===== src/rtl/dsi_cmd_pkg.sv =====
package dsi_cmd_pkg;

   localparam int DT_W = 8;

   typedef enum logic [1:0] {
      PK_SHORT = 2'd0,
      PK_LONG  = 2'd1,
      PK_SKIP  = 2'd2,
      PK_BAD   = 2'd3
   } pkt_kind_t;

   typedef enum logic [1:0] {
      RES_OK      = 2'd0,
      RES_ASLEEP  = 2'd1,
      RES_TIMEOUT = 2'd2,
      RES_UNSUPP  = 2'd3
   } result_t;

   localparam logic [1:0] LM_LOWPOWER = 2'd1;
   localparam logic [1:0] LM_SLEEP    = 2'd3;

   typedef enum logic [2:0] {
      ST_IDLE,
      ST_GATE,
      ST_DISPATCH,
      ST_PARAMS,
      ST_PACK,
      ST_HEADER,
      ST_DONE
   } wr_state_t;

   function automatic pkt_kind_t kind_of(input logic [DT_W-1:0] dt);
      case (dt)
         8'h02, 8'h03, 8'h04, 8'h05, 8'h06,
         8'h12, 8'h13, 8'h14, 8'h15,
         8'h22, 8'h23, 8'h24, 8'h32, 8'h37: kind_of = PK_SHORT;
         8'h29, 8'h39:                      kind_of = PK_LONG;
         8'h01, 8'h08, 8'h09, 8'h11,
         8'h19, 8'h21, 8'h31:               kind_of = PK_SKIP;
         default:                           kind_of = PK_BAD;
      endcase
   endfunction

endpackage


===== src/rtl/dsi_type_decoder.sv =====
module dsi_type_decoder
   import dsi_cmd_pkg::*;
(
   input  logic [DT_W-1:0] dtype,
   output pkt_kind_t       kind
);
   assign kind = kind_of(dtype);
endmodule


===== src/rtl/dsi_lp_gate.sv =====
module dsi_lp_gate #(
   parameter int LIMIT = 10000
) (
   input  logic clk,
   input  logic rst_n,
   input  logic active,
   input  logic fifo_empty,
   output logic pass,
   output logic expire
);
   localparam int CW = $clog2(LIMIT + 1);

   logic [CW-1:0] polls_q;

   assign pass   = active && fifo_empty;
   assign expire = active && !fifo_empty && (polls_q == CW'(LIMIT - 1));

   always_ff @(posedge clk or negedge rst_n) begin
      if (!rst_n) begin
         polls_q <= '0;
      end else if (!active || fifo_empty || expire) begin
         polls_q <= '0;
      end else begin
         polls_q <= polls_q + CW'(1);
      end
   end
endmodule


===== src/rtl/dsi_word_packer.sv =====
module dsi_word_packer #(
   parameter int BYTE_W = 8,
   parameter int LANES  = 4,
   parameter int CNT_W  = 16
) (
   input  logic                      clk,
   input  logic                      rst_n,
   input  logic                      load,
   input  logic [CNT_W-1:0]          load_total,
   input  logic                      enable,
   input  logic                      in_valid,
   output logic                      in_ready,
   input  logic [BYTE_W-1:0]         in_data,
   output logic                      word_valid,
   input  logic                      word_ready,
   output logic [LANES*BYTE_W-1:0]   word_data,
   output logic                      drained
);
   localparam int LIDX_W = (LANES > 1) ? $clog2(LANES) : 1;

   logic [CNT_W-1:0]  remain_q;
   logic [LIDX_W-1:0] lane_q;
   logic              full_q;
   logic              in_fire;
   logic              word_fire;
   logic              last_lane;

   assign in_ready   = enable && !full_q && (remain_q != '0);
   assign in_fire    = in_valid && in_ready;
   assign word_valid = full_q;
   assign word_fire  = full_q && word_ready;
   assign drained    = (remain_q == '0) && !full_q;
   assign last_lane  = (lane_q == LIDX_W'(LANES - 1)) || (remain_q == CNT_W'(1));

   always_ff @(posedge clk or negedge rst_n) begin
      if (!rst_n) begin
         remain_q <= '0;
         lane_q   <= '0;
         full_q   <= 1'b0;
      end else if (load) begin
         remain_q <= load_total;
         lane_q   <= '0;
         full_q   <= 1'b0;
      end else begin
         if (in_fire) begin
            remain_q <= remain_q - CNT_W'(1);
            if (last_lane) begin
               full_q <= 1'b1;
               lane_q <= '0;
            end else begin
               lane_q <= lane_q + LIDX_W'(1);
            end
         end
         if (word_fire) begin
            full_q <= 1'b0;
         end
      end
   end

   for (genvar g = 0; g < LANES; g++) begin : g_lane
      logic [BYTE_W-1:0] lane_byte_q;
      always_ff @(posedge clk or negedge rst_n) begin
         if (!rst_n) begin
            lane_byte_q <= '0;
         end else if (load || word_fire) begin
            lane_byte_q <= '0;
         end else if (in_fire && (lane_q == LIDX_W'(g))) begin
            lane_byte_q <= in_data;
         end
      end
      assign word_data[g*BYTE_W +: BYTE_W] = lane_byte_q;
   end
endmodule


===== src/rtl/dsi_header_stage.sv =====
module dsi_header_stage #(
   parameter int DTW    = 8,
   parameter int BYTE_W = 8
) (
   input  logic                    clk,
   input  logic                    rst_n,
   input  logic                    load,
   input  logic [DTW-1:0]          ld_type,
   input  logic [BYTE_W-1:0]       ld_p0,
   input  logic [BYTE_W-1:0]       ld_p1,
   output logic                    hdr_valid,
   input  logic                    hdr_ready,
   output logic [DTW+2*BYTE_W-1:0] hdr_data
);
   logic valid_q;
   logic [DTW+2*BYTE_W-1:0] word_q;

   always_ff @(posedge clk or negedge rst_n) begin
      if (!rst_n) begin
         valid_q <= 1'b0;
         word_q  <= '0;
      end else if (load) begin
         valid_q <= 1'b1;
         word_q  <= {ld_p1, ld_p0, ld_type};
      end else if (valid_q && hdr_ready) begin
         valid_q <= 1'b0;
      end
   end

   assign hdr_valid = valid_q;
   assign hdr_data  = word_q;
endmodule


===== src/rtl/dsi_cmd_writer.sv =====
module dsi_cmd_writer
   import dsi_cmd_pkg::*;
#(
   parameter int BYTE_W     = 8,
   parameter int LANES      = 4,
   parameter int CNT_W      = 16,
   parameter int POLL_LIMIT = 10000
) (
   input  logic                      clk,
   input  logic                      rst_n,
   input  logic [1:0]                link_mode,
   input  logic                      hdr_fifo_empty,
   input  logic                      req_valid,
   output logic                      req_ready,
   input  logic [DT_W-1:0]           req_dtype,
   input  logic [CNT_W-1:0]          req_count,
   input  logic                      byte_valid,
   output logic                      byte_ready,
   input  logic [BYTE_W-1:0]         byte_data,
   output logic                      pld_valid,
   input  logic                      pld_ready,
   output logic [LANES*BYTE_W-1:0]   pld_data,
   output logic                      hdr_valid,
   input  logic                      hdr_ready,
   output logic [DT_W+2*BYTE_W-1:0]  hdr_data,
   output logic                      done_valid,
   output logic [1:0]                done_code
);
   localparam int SHORT_FILL = LANES - 1;

   if (CNT_W != 2 * BYTE_W) begin : g_bad_cnt
      $error("count width must span exactly two header parameter bytes");
   end
   if (LANES < 2) begin : g_bad_lanes
      $error("payload word needs at least two byte lanes");
   end
   if (POLL_LIMIT < 2) begin : g_bad_limit
      $error("drain poll limit must be at least two");
   end

   wr_state_t         st_q, st_d;
   logic [DT_W-1:0]   dt_q;
   logic [CNT_W-1:0]  cnt_q;
   logic [BYTE_W-1:0] p0_q;
   logic              pidx_q;
   result_t           res_q;

   pkt_kind_t         kind;
   logic              gate_pass, gate_expire;
   logic              pk_load, pk_in_ready, pk_drained;
   logic [CNT_W-1:0]  pk_total;
   logic              hdr_load;
   logic [BYTE_W-1:0] hdr_p0, hdr_p1;
   logic              req_fire, param_fire;

   dsi_type_decoder u_dec (
      .dtype (dt_q),
      .kind  (kind)
   );

   dsi_lp_gate #(.LIMIT(POLL_LIMIT)) u_gate (
      .clk        (clk),
      .rst_n      (rst_n),
      .active     (st_q == ST_GATE),
      .fifo_empty (hdr_fifo_empty),
      .pass       (gate_pass),
      .expire     (gate_expire)
   );

   assign pk_load  = (st_q == ST_DISPATCH) && (kind == PK_LONG);
   assign pk_total = (cnt_q < CNT_W'(LANES)) ? CNT_W'(SHORT_FILL) : cnt_q;

   dsi_word_packer #(.BYTE_W(BYTE_W), .LANES(LANES), .CNT_W(CNT_W)) u_pack (
      .clk        (clk),
      .rst_n      (rst_n),
      .load       (pk_load),
      .load_total (pk_total),
      .enable     (st_q == ST_PACK),
      .in_valid   (byte_valid),
      .in_ready   (pk_in_ready),
      .in_data    (byte_data),
      .word_valid (pld_valid),
      .word_ready (pld_ready),
      .word_data  (pld_data),
      .drained    (pk_drained)
   );

   assign param_fire = (st_q == ST_PARAMS) && byte_valid;
   assign hdr_load   = (param_fire && pidx_q) || ((st_q == ST_PACK) && pk_drained);
   assign hdr_p0     = (st_q == ST_PARAMS) ? p0_q : cnt_q[BYTE_W-1:0];
   assign hdr_p1     = (st_q == ST_PARAMS) ? byte_data : cnt_q[2*BYTE_W-1:BYTE_W];

   dsi_header_stage #(.DTW(DT_W), .BYTE_W(BYTE_W)) u_hdr (
      .clk       (clk),
      .rst_n     (rst_n),
      .load      (hdr_load),
      .ld_type   (dt_q),
      .ld_p0     (hdr_p0),
      .ld_p1     (hdr_p1),
      .hdr_valid (hdr_valid),
      .hdr_ready (hdr_ready),
      .hdr_data  (hdr_data)
   );

   assign req_ready  = (st_q == ST_IDLE);
   assign req_fire   = req_valid && req_ready;
   assign byte_ready = (st_q == ST_PARAMS) || pk_in_ready;
   assign done_valid = (st_q == ST_DONE);
   assign done_code  = res_q;

   always_comb begin
      st_d = st_q;
      case (st_q)
         ST_IDLE: begin
            if (req_valid) begin
               if (link_mode == LM_SLEEP)         st_d = ST_DONE;
               else if (link_mode == LM_LOWPOWER) st_d = ST_GATE;
               else                               st_d = ST_DISPATCH;
            end
         end
         ST_GATE: begin
            if (gate_pass)        st_d = ST_DISPATCH;
            else if (gate_expire) st_d = ST_DONE;
         end
         ST_DISPATCH: begin
            case (kind)
               PK_SHORT: st_d = ST_PARAMS;
               PK_LONG:  st_d = ST_PACK;
               default:  st_d = ST_DONE;
            endcase
         end
         ST_PARAMS: if (param_fire && pidx_q) st_d = ST_HEADER;
         ST_PACK:   if (pk_drained) st_d = ST_HEADER;
         ST_HEADER: if (hdr_valid && hdr_ready) st_d = ST_DONE;
         ST_DONE:   st_d = ST_IDLE;
         default:   st_d = ST_IDLE;
      endcase
   end

   always_ff @(posedge clk or negedge rst_n) begin
      if (!rst_n) begin
         st_q   <= ST_IDLE;
         dt_q   <= '0;
         cnt_q  <= '0;
         p0_q   <= '0;
         pidx_q <= 1'b0;
         res_q  <= RES_OK;
      end else begin
         st_q <= st_d;
         if (req_fire) begin
            dt_q   <= req_dtype;
            cnt_q  <= req_count;
            pidx_q <= 1'b0;
            res_q  <= (link_mode == LM_SLEEP) ? RES_ASLEEP : RES_OK;
         end
         if ((st_q == ST_GATE) && !gate_pass && gate_expire) begin
            res_q <= RES_TIMEOUT;
         end
         if ((st_q == ST_DISPATCH) && (kind == PK_BAD)) begin
            res_q <= RES_UNSUPP;
         end
         if (param_fire && !pidx_q) begin
            p0_q   <= byte_data;
            pidx_q <= 1'b1;
         end
      end
   end
endmodule


===== config.mk =====
export PLATFORM = sky130hd
export DESIGN_NAME = dsi_cmd_writer
export DESIGN_NICKNAME = d
export VERILOG_FILES = /design/src/rtl/dsi_cmd_pkg.sv /design/src/rtl/dsi_type_decoder.sv /design/src/rtl/dsi_lp_gate.sv /design/src/rtl/dsi_word_packer.sv /design/src/rtl/dsi_header_stage.sv /design/src/rtl/dsi_cmd_writer.sv
export SDC_FILE = /design/constraint.sdc
export NUM_CORES = 1
export LEC_CHECK = 0
export CAP_MARGIN = 20
export CORE_ASPECT_RATIO = 0.5
export CORE_MARGIN = 2
export CORE_UTILIZATION = 35
export DETAILED_ROUTE_END_ITERATION = 8
export DONT_BUFFER_PORTS = 1
export MAX_ROUTING_LAYER = met4
export SLEW_MARGIN = 5
export SYNTH_ARGS = -nofsm -noshare
export SYNTH_HDL_FRONTEND = slang
export SYNTH_SLANG_ARGS = --single-unit

===== constraint.sdc =====
create_clock -name clk -period 2.8 [get_ports clk]
set_clock_uncertainty 0.1 [all_clocks]
set_input_delay 0.28 -clock clk [delete_from_list [all_inputs] [get_ports clk]]
set_output_delay 0.28 -clock clk [all_outputs]
set_load 0.03 [all_outputs]

Yosys cells after proc, flatten, opt, wreduce, memory -nomap -nowiden

Memories as Yosys holds them, arrays and structs flattened.
Cells that the tools add are included.

Register bits after elaboration: 128
Memory bits (read-only): 128
Input bits: 41
Output and inout bits: 63
Word-level logic and storage cells: 132
Memories: 1

$add $sub $neg: 3
Magnitude comparators: 1
Equality and inequality tests: 20
Mux-type cells: 40
Reductions and logical operators: 51

Memories:

| memory           | words | width | read ports | clocked after Yosys merged registers in | write ports | RTL line          | source |
|---|---|---|---|---|---|---|---|
| (name not given) | 64    | 2     | 1          | 0                                       | 0           | dsi_cmd_pkg.sv:33 | `case (dt)` |

Operators by type and width:

| kind                    | count |
|---|---|
| $mux W8                 | 10 |
| $mux W16                | 3 |
| $logic_and A1 B1 Y1     | 22 |
| $mux W3                 | 7 |
| $pmux W3 S6             | 1 |
| $eq A16 B1 Y1 const B   | 1 |
| $logic_not A16 Y1       | 1 |
| $lt A16 B3 Y1 const B   | 1 |
| $mux W2                 | 8 |
| $reduce_bool A16 Y1     | 1 |
| $sub A16 B1 Y16 const B | 1 |
| $add A14 B1 Y14 const B | 1 |
| $eq A14 B14 Y1 const B  | 1 |
| $mux W14                | 1 |
| $reduce_bool A2 Y1      | 7 |
| $eq A3 B3 Y1 const B    | 3 |
| $mux W1                 | 9 |
| $reduce_bool A3 Y1      | 3 |
| $eq A2 B2 Y1 const B    | 4 |
| $eq A2 B1 Y1 const B    | 3 |
| $eq A3 B2 Y1 const B    | 2 |
| $logic_not A2 Y1        | 3 |
| $logic_or A1 B1 Y1      | 6 |
| $ne A2 B2 Y1 const B    | 3 |
| 9 further kinds         | 13 |

Depth between registers and ports, before layout

Gate-level depths: netlist (run 1).

Depth after elaboration: 7
Mapped depth: 10
Mapped depth without buffers: 8

Hierarchy

A second synthesis (run 1) with hierarchy kept.

Cell total of the unflattened synthesis: 710
Area total of the unflattened synthesis: 6658.9 um^2

By module, submodules not included:

| module           | times used | cells an instance | area each (um^2) | sequential area each (um^2) |
|---|---|---|---|---|
| dsi_word_packer  | 1          | 303               | 2696.3           | 1276.2 |
| dsi_cmd_writer   | 1          | 246               | 1933.1           | 950.9 |
| dsi_header_stage | 1          | 54                | 1029.7           | 625.6 |
| dsi_lp_gate      | 1          | 71                | 716.9            | 350.3 |
| dsi_type_decoder | 1          | 36                | 282.8            | 0.0 |

Worst setup path before layout (run 1)

No wires, ideal clock.

Kind: reg-to-reg
Start point: register st_q[1]
End point: register cnt_q[10]
Setup time: 0.065 ns
Arrival: 2.246 ns
Required time: 2.635 ns
Setup slack: 0.389 ns
Cell stages (with the launch flop): 8
Path buffers: 3
Clock period less this slack: 2.411 ns
Cells stage by stage: dfrtp_1 clkbuf_1 nor3_1 and2_1 clkbuf_1 clkbuf_1 nand2_1 nand2_1

Longest elaborated chain between the ends: 2

RTL lines:

| what                   | RTL line              | source |
|---|---|---|
| from (decl)            | dsi_cmd_writer.sv:41  | `wr_state_t st_q, st_d;` |
| from (signal assigned) | dsi_cmd_writer.sv:149 | `st_q <= st_d;` |
| $logic_not A3 Y1       | dsi_cmd_writer.sv:105 | `assign req_ready = (st_q == ST_IDLE);` |
| net req_ready          | dsi_cmd_writer.sv:14  | `output logic req_ready,` |
| $logic_and A1 B1 Y1    | dsi_cmd_writer.sv:106 | `assign req_fire = req_valid && req_ready;` |
| to (signal assigned)   | dsi_cmd_writer.sv:152 | `cnt_q <= req_count;` |
| to (decl)              | dsi_cmd_writer.sv:43  | `logic [CNT_W-1:0] cnt_q;` |

The timed path passes the listed nets, and every way through them passes these cells.
A chain may end at the register's enable or synchronous reset.

Final worst setup path (run 1)

Start point: register dt_q[0]
End point: register u_pack.g_lane[2].lane_byte_q[7]

Longest elaborated chain between the ends: 6
Elaborated cells between the ends (all ways): 7
Classes of those cells: eq/ne (1); mux (2); reduce/logical (3); memory (1)

RTL lines:

| what                                                 | RTL line              | source |
|---|---|---|
| from (decl)                                          | dsi_cmd_writer.sv:42  | `logic [DT_W-1:0] dt_q;` |
| from (signal assigned)                               | dsi_cmd_writer.sv:151 | `dt_q <= req_dtype;` |
| $mem_v2 Z64 W2 (*)                                   | -                     |  |
| $mux W2 (*)                                          | dsi_cmd_pkg.sv:33     |  |
| $eq A2 B1 Y1 (*)                                     | dsi_cmd_writer.sv:70  | `assign pk_load = (st_q == ST_DISPATCH) && (kind == PK_LONG);` |
| $logic_and A1 B1 Y1 (*)                              | dsi_cmd_writer.sv:70  |  |
| $logic_or A1 B1 Y1 (*)                               | dsi_word_packer.sv:65 | `end else if (load \|\| word_fire) begin` |
| $mux W8 / $reduce_bool A2 Y1 (equally long branches) | -                     |  |
| to (signal assigned)                                 | dsi_word_packer.sv:68 | `lane_byte_q <= in_data;` |
| to (decl)                                            | dsi_word_packer.sv:61 | `logic [BYTE_W-1:0] lane_byte_q;` |

Every way passes the cells marked *; elsewhere a longest branch is shown, timed or not.

==> metrics.md, run 1 <==
| Metric | Value |
|---|---|
| Initial Utilization | 35.6% |
| Share of Yosys cell area claimed by the top area cell type | 52.1% |
| Synth area leader | dfrtp_1 |
| Initial antenna violation count | 0 |
| Crit path required time | 3000 ps |
| Htree depth | 4 |
| Failing checks | hold timing |
| Global route total overflow | 0 |
| N_diodes | 0 |
| Synth Register Bits | 128 |
| R2R setup slack | 200 ps |
| Sequential fraction of the synthesis area | 52.1% |
| Largest net degree at the start of global routing | 129 |
| Worst r2r src | dt_q[0] |
| Total Routing Usage GR | 19.4% |
| Setup TNS Final | 0 ps |
| RSZ-0062 raised after global routing | false |
| Clock buffer depth | 2 |
| Post-Place Cells | 869 |
| GPL Wtd Cong | 0.842 |
| Vias in the first global route | 4868 |
| LEAKAGE | 0.00321 uW |
| Power Density | 1140 nW/um^2 |
| Min Tclk post-route | 2600 ps |
| Inserted Clock Buffers | 17 |
| Run status | complete, but fails checks |
| Worst min-delay path class | input port to asynchronous set/reset pin |
| Sink Count | 128 |
| # DRC | 0 |
| CP Launch Type | register |
| DPL Wire Length | 11.1 mm |
| Unique cell type count in the Yosys netlist | 57 |
| Core ar. | 17300 um^2 |
| Largest fanout on the critical path | 33 |
| Vias | 4866 |
| Layout Cells excl Fill | 938 |
| PortBufs | 0 |
| Drt total wl | 16.7 mm |
| Hold_buf cts | 37 |
| Worst Path Arrival | 2800 ps |
| Post-synth EDFFs | 0 |
| Die area | 18700 um^2 |
| Post-Syn Area | 6140 um^2 |
| Layout cells sized above 1 | 10.9% |
| Mapped Cells | 656 |
| CP endpoint kind | register |
| Final core area utilization | 42.7% |
| CTS tree | done |
| Worst-path clk slew | 70 ps |
| Yosys Warn Count | 0 |
| Cell Rows | 34 |
| MaxCap Viol Count | 0 |
| First drt pass iteration count | 5 |
| WL/cell | 17.8 um |
| Max-slew violation count | 0 |
| Clock latency on the worst-skew pair | 420 ps |
| Period utilization | 92.9% |
| Boundary pin count | 104 |
| Worst Reg-to-Reg Cells | 10 |
| Final hold vios | 128 |
| Top FF cell, synth | dfrtp_1 |
| Setup CP Type | register to register |
| Fmax achieved | 384 MHz |
| Post-DR vias/cell | 5.19 |
| Nets | 747 |
| Endpoints failing setup | 0 |
| Slew @ Worst Pin | 722 ps |
| Detail Route Antenna Nets | 0 |
| Post-CTS setup buffer count | 0 |
| Initial detailed-routing violation count | 276 |
| Share of flip-flops with an asynchronous set or reset | 100% |
| Final Hold Slack | -549 ps |
| Chip Width | 191 um |
| Synth top area cells | dfrtp_1 (52%), nand2_1 (9.4%), a21oi_1 (3.6%) |
| Max_slew headroom | 51.4% |
| Synth Net Count | 712 |
| Clock Root Buffer | clkbuf_16 |
| R2R Path End | u_pack.g_lane[2].lane_byte_q[7] |
| Syn avg cell area | 9.36 um^2 |
| First-pass GRT wire length | 27.0 mm |
| Die Ht | 97.7 um |
| Peak VDD IR | 0.471 mV |
| Area growth syn-to-layout | 20.2% |
per-stage QoR:
step           cell area (um^2)  total power, uW  worst slack (ps)  hold WS [ps]
2_1_floorplan              6140             5500               389          -116
3_3_place_gp               6430             6150               161          -112
3_5_place_dp               6430             6210              66.4          -113
4_1_cts                    7370             8440              34.4          -567
5_1_grt                    7380             8950              52.4          -571
6_report                   7380             8390               198          -549
timing repair:
action                                  in CTS  in global routing
endpoints found under the setup margin       0                 37
hold endpoints to repair                   203                128
gates resized for setup                      0                  4
layout by cell type, fill, tap and decap left out, types with 3 or more instances in the layout:
cell,instances
buf_4,11
nand4_1,3
dfrtp_1,126
mux2_2,16
a21o_1,4
clkbuf_16,17
nor4b_1,3
nand3b_1,3
buf_12,4
o21ai_0,28
inv_6,3
nand2b_1,9
xor2_1,4
a21oi_1,44
inv_1,9
nand3_1,38
nor4_1,5
nor2b_1,8
and3_1,9
dlygate4sd3_1,37
nor3_1,13
o21a_1,3
a31oi_1,18
ha_1,15
nand2_2,3
nor2_1,48
xnor2_1,14
nand2_1,154
o31ai_1,3
or3_1,4
clkinv_4,6
a32o_1,3
worst max path at each step:
stage | startpoint | end | slack, ps | cells after the start
global route | dt_q[0] | u_pack.g_lane[1].lane_byte_q[6] | 50 | 10
global placement | dt_q[1] | u_pack.g_lane[1].lane_byte_q[6] | 160 | 10
floorplan | st_q[1] | cnt_q[10] | 390 | 7
detailed placement | dt_q[1] | u_pack.g_lane[2].lane_byte_q[6] | 70 | 10
CTS | dt_q[1] | u_pack.g_lane[2].lane_byte_q[6] | 30 | 10
finish | dt_q[0] | u_pack.g_lane[2].lane_byte_q[7] | 200 | 10
routing by layer:
metal,track usage (%),up-vias,share of wire (%)
met5,-,-,0
met2,28.3,99,44
li1,-,2341,-
met1,26.8,2410,49
met4,6.15,0,1.1
met3,4.37,16,5.3
logic make-up (layout without fill, tap and decap cells):
logic type	count (synthesis)	after routing	synth area share [%]
AO/OA/AOI/OAI	120	120	12.3
flip-flops	128	128	52.1
buffers and inverters	46	94	3.38
adder cells (fa/ha/maj)	15	15	3.06
XOR/XNOR	18	18	2.57
AND/OR/NAND/NOR	310	310	22.9
multiplexers	19	19	3.63
power by group:
part | internal (uW) | switching, uW
logic | 982 | 1300
registers | 2560 | 1410
clock network | 1260 | 887
total | 4800 | 3590
final cells by class:
cell class | instances | area (um^2)
sequential | 128 | 3210
clock buffer | 18 | 439
inverter | 10 | 37.5
tap | 234 | 293
multi-input combinational | 482 | 2740
fill | 1718 | 9890
timing repair buffer | 52 | 533
clock inverter | 14 | 134
sequential cells by signal (all words and copies together) (netlist names):
| register | cells |
|---|---|
| u_gate.polls_q | 14 |
| p0_q | 8 |
| u_hdr.hdr_valid | 1 |
| u_pack.lane_q | 2 |
| dt_q | 8 |
| u_pack.word_valid | 1 |
| done_code | 2 |
| u_pack.g_lane.lane_byte_q | 32 |
| pidx_q | 1 |
| u_hdr.hdr_data | 24 |
| cnt_q | 16 |
| st_q | 3 |
| u_pack.remain_q | 16 |
critical path, stage by stage (launching register included):
cell,delay [ps]
dfrtp_1,430
inv_1,130
ha_1,300
nand2b_1,140
a21oi_1,190
o32ai_2,150
a2111oi_4,400
buf_12,220
a21o_1,140
buf_12,190
a21oi_1,70
synth_stat cells (9+ instances only):
library cell  instances
nand2_1             154
dfrtp_1             128
nor2_1               48
a21oi_1              44
nand3_1              38
o21ai_0              28
a31oi_1              18
clkbuf_1             18
mux2_2               16
ha_1                 15
xnor2_1              14
nor3_1               13
inv_1                10
and3_1                9
buf_2                 9
nand2b_1              9
(Power assumes the default switching activity.)
==> run 2: changes to the inputs <==
==> constraint.sdc (replaced) <==
create_clock -name clk -period 2.5 [get_ports clk]
set_clock_uncertainty 0.1 [all_clocks]
set_input_delay 0.25 -clock clk [delete_from_list [all_inputs] [get_ports clk]]
set_output_delay 0.25 -clock clk [all_outputs]
set_load 0.03 [all_outputs]
==> run 2 against run 1 <==
  * The run still ends with hold timing left
  * Fmax is 7.6% higher
  * Flip-flop and latch count stayed put
  * Global-route usage is 0.18 points higher
  * Critical endpoint is now u_pack.g_lane[0].lane_byte_q[6]
  * Routed wire length is 5.2% higher
  * Sequential share of layout area is 2.3 points lower
  * Core utilization is 2.3 points higher
  * Highest routed layer unchanged
  * Register-to-register slack worse by 120 ps
  * Critical path depth stayed put
  * Power is 21% higher
  * Combinational power is 33% higher
  * Setup slack worse by 120 ps
  * Cell area is 5.4% higher
==> metrics.md, run 2 (same netlist as run 1, synthesis figures left out) <==
| Metric | Value |
|---|---|
| Run status | complete, but fails checks (unchanged) |
| Failing checks | hold timing (unchanged) |
| First drt pass iteration count | 5 (unchanged) |
| Slew @ Worst Pin | 553 ps (was 722 ps) |
| Endpoints failing setup | 0 (unchanged) |
| LEAKAGE | 0.00336 uW (was 0.00321 uW) |
| Hold_buf cts | 37 (unchanged) |
| Inserted Clock Buffers | 17 (unchanged) |
| Htree depth | 4 (unchanged) |
| Vias | 5000 (was 4866) |
| Min Tclk post-route | 2420 ps (was 2600 ps) |
| Worst Reg-to-Reg Cells | 10 (unchanged) |
| Setup TNS Final | 0 ps (unchanged) |
| CP delay by family, top | compound AO/OA/AOI/OAI gates (unchanged) |
| Sequential share of power | 43.6% (was 47.3%) |
| CP endpoint kind | register (unchanged) |
| Total Routing Usage GR | 19.6% (was 19.4%) |
| Fmax achieved | 414 MHz (was 384 MHz) |
| Crit path required time | 2740 ps (was 3000 ps) |
| Max-slew violation count | 0 (unchanged) |
| Die area | 18700 um^2 (unchanged) |
| Clock buffer depth | 2 (unchanged) |
| Detail Route Antenna Nets | 0 (unchanged) |
| Chip Width | 191 um (unchanged) |
| Cell Rows | 34 (unchanged) |
| Finished layout cell area | 7780 um^2 (was 7380 um^2) |
| CP Capture Point | u_pack.g_lane[0].lane_byte_q[6] (was u_pack.g_lane[2].lane_byte_q[7]) |
| Cell mode on critical path | clkbuf_16 |
| Final hold vios | 128 (unchanged) |
| Commonest non-fill, non-tap cells in the layout | nand2_1 (152), dfrtp_1 (128), nor2_1 (48) (was nand2_1 (154), dfrtp_1 (126), nor2_1 (48)) |
| WP depth | 10 (unchanged) |
| R2R setup slack | 80 ps (was 200 ps) |
| Post-DR vias/cell | 5.21 (was 5.19) |
| Vias in the first global route | 4783 (was 4868) |
| Drt total wl | 17.5 mm (was 16.7 mm) |
| R2R Path End | u_pack.g_lane[0].lane_byte_q[6] (was u_pack.g_lane[2].lane_byte_q[7]) |
| Worst path max stage delay | 450 ps (was 430 ps) |
| Initial antenna violation count | 1 (was 0) |
| Area growth syn-to-layout | 26.7% (was 20.2%) |
| Clock latency on the worst-skew pair | 420 ps (about the same) |
| Initial detailed-routing violation count | 364 (was 276) |
| Final Hold Slack | -574 ps (was -549 ps) |
| Setup CP Type | register to register (unchanged) |
| Critical path cell sequence | buf_6 -> ha_4 -> mux4_2 -> nand2b_1 -> a21o_1 -> a2111oi_4 -> clkbuf_16 -> a21o_4 -> clkbuf_16 -> a21oi_1 (was inv_1 -> ha_1 -> nand2b_1 -> a21oi_1 -> o32ai_2 -> a2111oi_4 -> buf_12 -> a21o_1 -> buf_12 -> a21oi_1) |
| RSZ-0062 raised after global routing | true (was false) |
| Clock group share of total power | 26.5% (was 25.5%) |
| Sink Count | 128 (unchanged) |
| Int Power | 5940 uW (was 4800 uW) |
| CP Launch Type | register (unchanged) |
| CTS tree | done (unchanged) |
| CP max-delay cell | mux4_2 (was dfrtp_1) |
| Sw Ratio | 41.4% (was 42.8%) |
| Worst Path Arrival | 2650 ps (was 2800 ps) |
| Die Ht | 97.7 um (unchanged) |
| Core ar. | 17300 um^2 (unchanged) |
| Nets | 768 (was 747) |
| Global route total overflow | 0 (unchanged) |
| Most flop-heavy register | u_pack.g_lane.lane_byte_q (unchanged) |
| Switching pwr | 4200 uW (was 3590 uW) |
| MaxCap Viol Count | 0 (unchanged) |
| Largest fanout on the critical path | 16 (was 33) |
| Buf/Inv on CP | 3 (unchanged) |
| DPL Wire Length | 11.5 mm (was 11.1 mm) |
| Peak VDD IR | 0.630 mV (was 0.471 mV) |
| # DRC | 0 (unchanged) |
| Worst min-delay path class | input port to asynchronous set/reset pin (unchanged) |
| FILL cells | 1654 (was 1718) |
| Most common cell after layout, fill and taps aside | nand2_1 (unchanged) |
| Layout cells sized above 1 | 16.7% (was 10.9%) |
| Worst r2r src | dt_q[1] (was dt_q[0]) |
| Clock Root Buffer | clkbuf_16 (unchanged) |
| Boundary pin count | 104 (unchanged) |
| Max_slew headroom | 63.0% (was 51.4%) |
| WL/cell | 18.3 um (was 17.8 um) |
| Period utilization | 96.7% (was 92.9%) |
| Largest net degree at the start of global routing | 129 (unchanged) |
| Power Density | 1300 nW/um^2 (was 1140 nW/um^2) |
| GPL Wtd Cong | 0.814 (was 0.842) |
| First-pass GRT wire length | 27.2 mm (was 27.0 mm) |
| Logic gate share of total power | 29.9% (was 27.2%) |
| Initial Utilization | 35.6% (unchanged) |
| Worst-path clk slew | 60 ps (was 70 ps) |
| Max reg flops | 32 (unchanged) |
| PortBufs | 0 (unchanged) |
| DP Area | 6520 um^2 (was 6430 um^2) |
| Crit path from | dt_q[1] (was dt_q[0]) |
==> run 2: repair_timing <==
action	CTS	global route
endpoints found under the setup margin	35	49
cloned	0	3
pin swaps	1	4
gates resized for setup	0	36
setup buffers	0	6
hold endpoints to repair	205	128
==> run 2: stage by stage <==
stage | power (uW) | setup slack [ps] | std cells | util, %
5_1_grt | 10800 | -46.1 | 960 | 45.0
2_1_floorplan | 6160 | 88.7 | 656 | -
6_report | 10100 | 81.7 | 960 | 45.0
3_5_place_dp | 7100 | -13.8 | 881 | 37.7
3_3_place_gp | 7000 | 46.2 | 881 | 37.7
4_1_cts | 9890 | 1.85 | 950 | 43.6
==> run 2: worst min-delay path by stage <==
| stage | start | endpoint | slack (ps) | depth (start not counted) |
|---|---|---|---|---|
| 2_1_floorplan | rst_n | cnt_q[0] | -150 | 0 |
| 3_3_place_gp | rst_n | dt_q[1] | -140 | 0 |
| 3_5_place_dp | rst_n | dt_q[1] | -140 | 0 |
| 4_1_cts | rst_n | dt_q[1] | -590 | 0 |
| 5_1_grt | rst_n | dt_q[3] | -600 | 0 |
| 6_report | rst_n | dt_q[1] | -570 | 0 |
==> run 2: final cells by class <==
cell class / count / area (um^2) / share of cell area [%]
antenna: 1 / 2.50 / 0.0322
sequential: 128 / 3200 / 41.2
inverter: 10 / 40.0 / 0.515
multi-input combinational: 482 / 2860 / 36.8
clock inverter: 12 / 183 / 2.35
timing repair buffer: 73 / 738 / 9.49
tap: 234 / 293 / 3.76
clock buffer: 20 / 457 / 5.87
==> run 2: power by group through the flow <==
stage / clock [uW] / combinational, uW / sequential (uW)
global placement: 0 / 2580 / 4420
global route: 2860 / 3380 / 4540
detailed placement: 0 / 2650 / 4450
CTS: 2740 / 2730 / 4420
finish: 2690 / 3030 / 4420
floorplan: 0 / 2000 / 4160
==> run 2: layer usage <==
metal / routed length [um] / global-route usage, %
met1: 8720 / 28.1
met2: 7730 / 27.7
met3: 914 / 4.12
met4: 158 / 5.74
met5: 0 / -
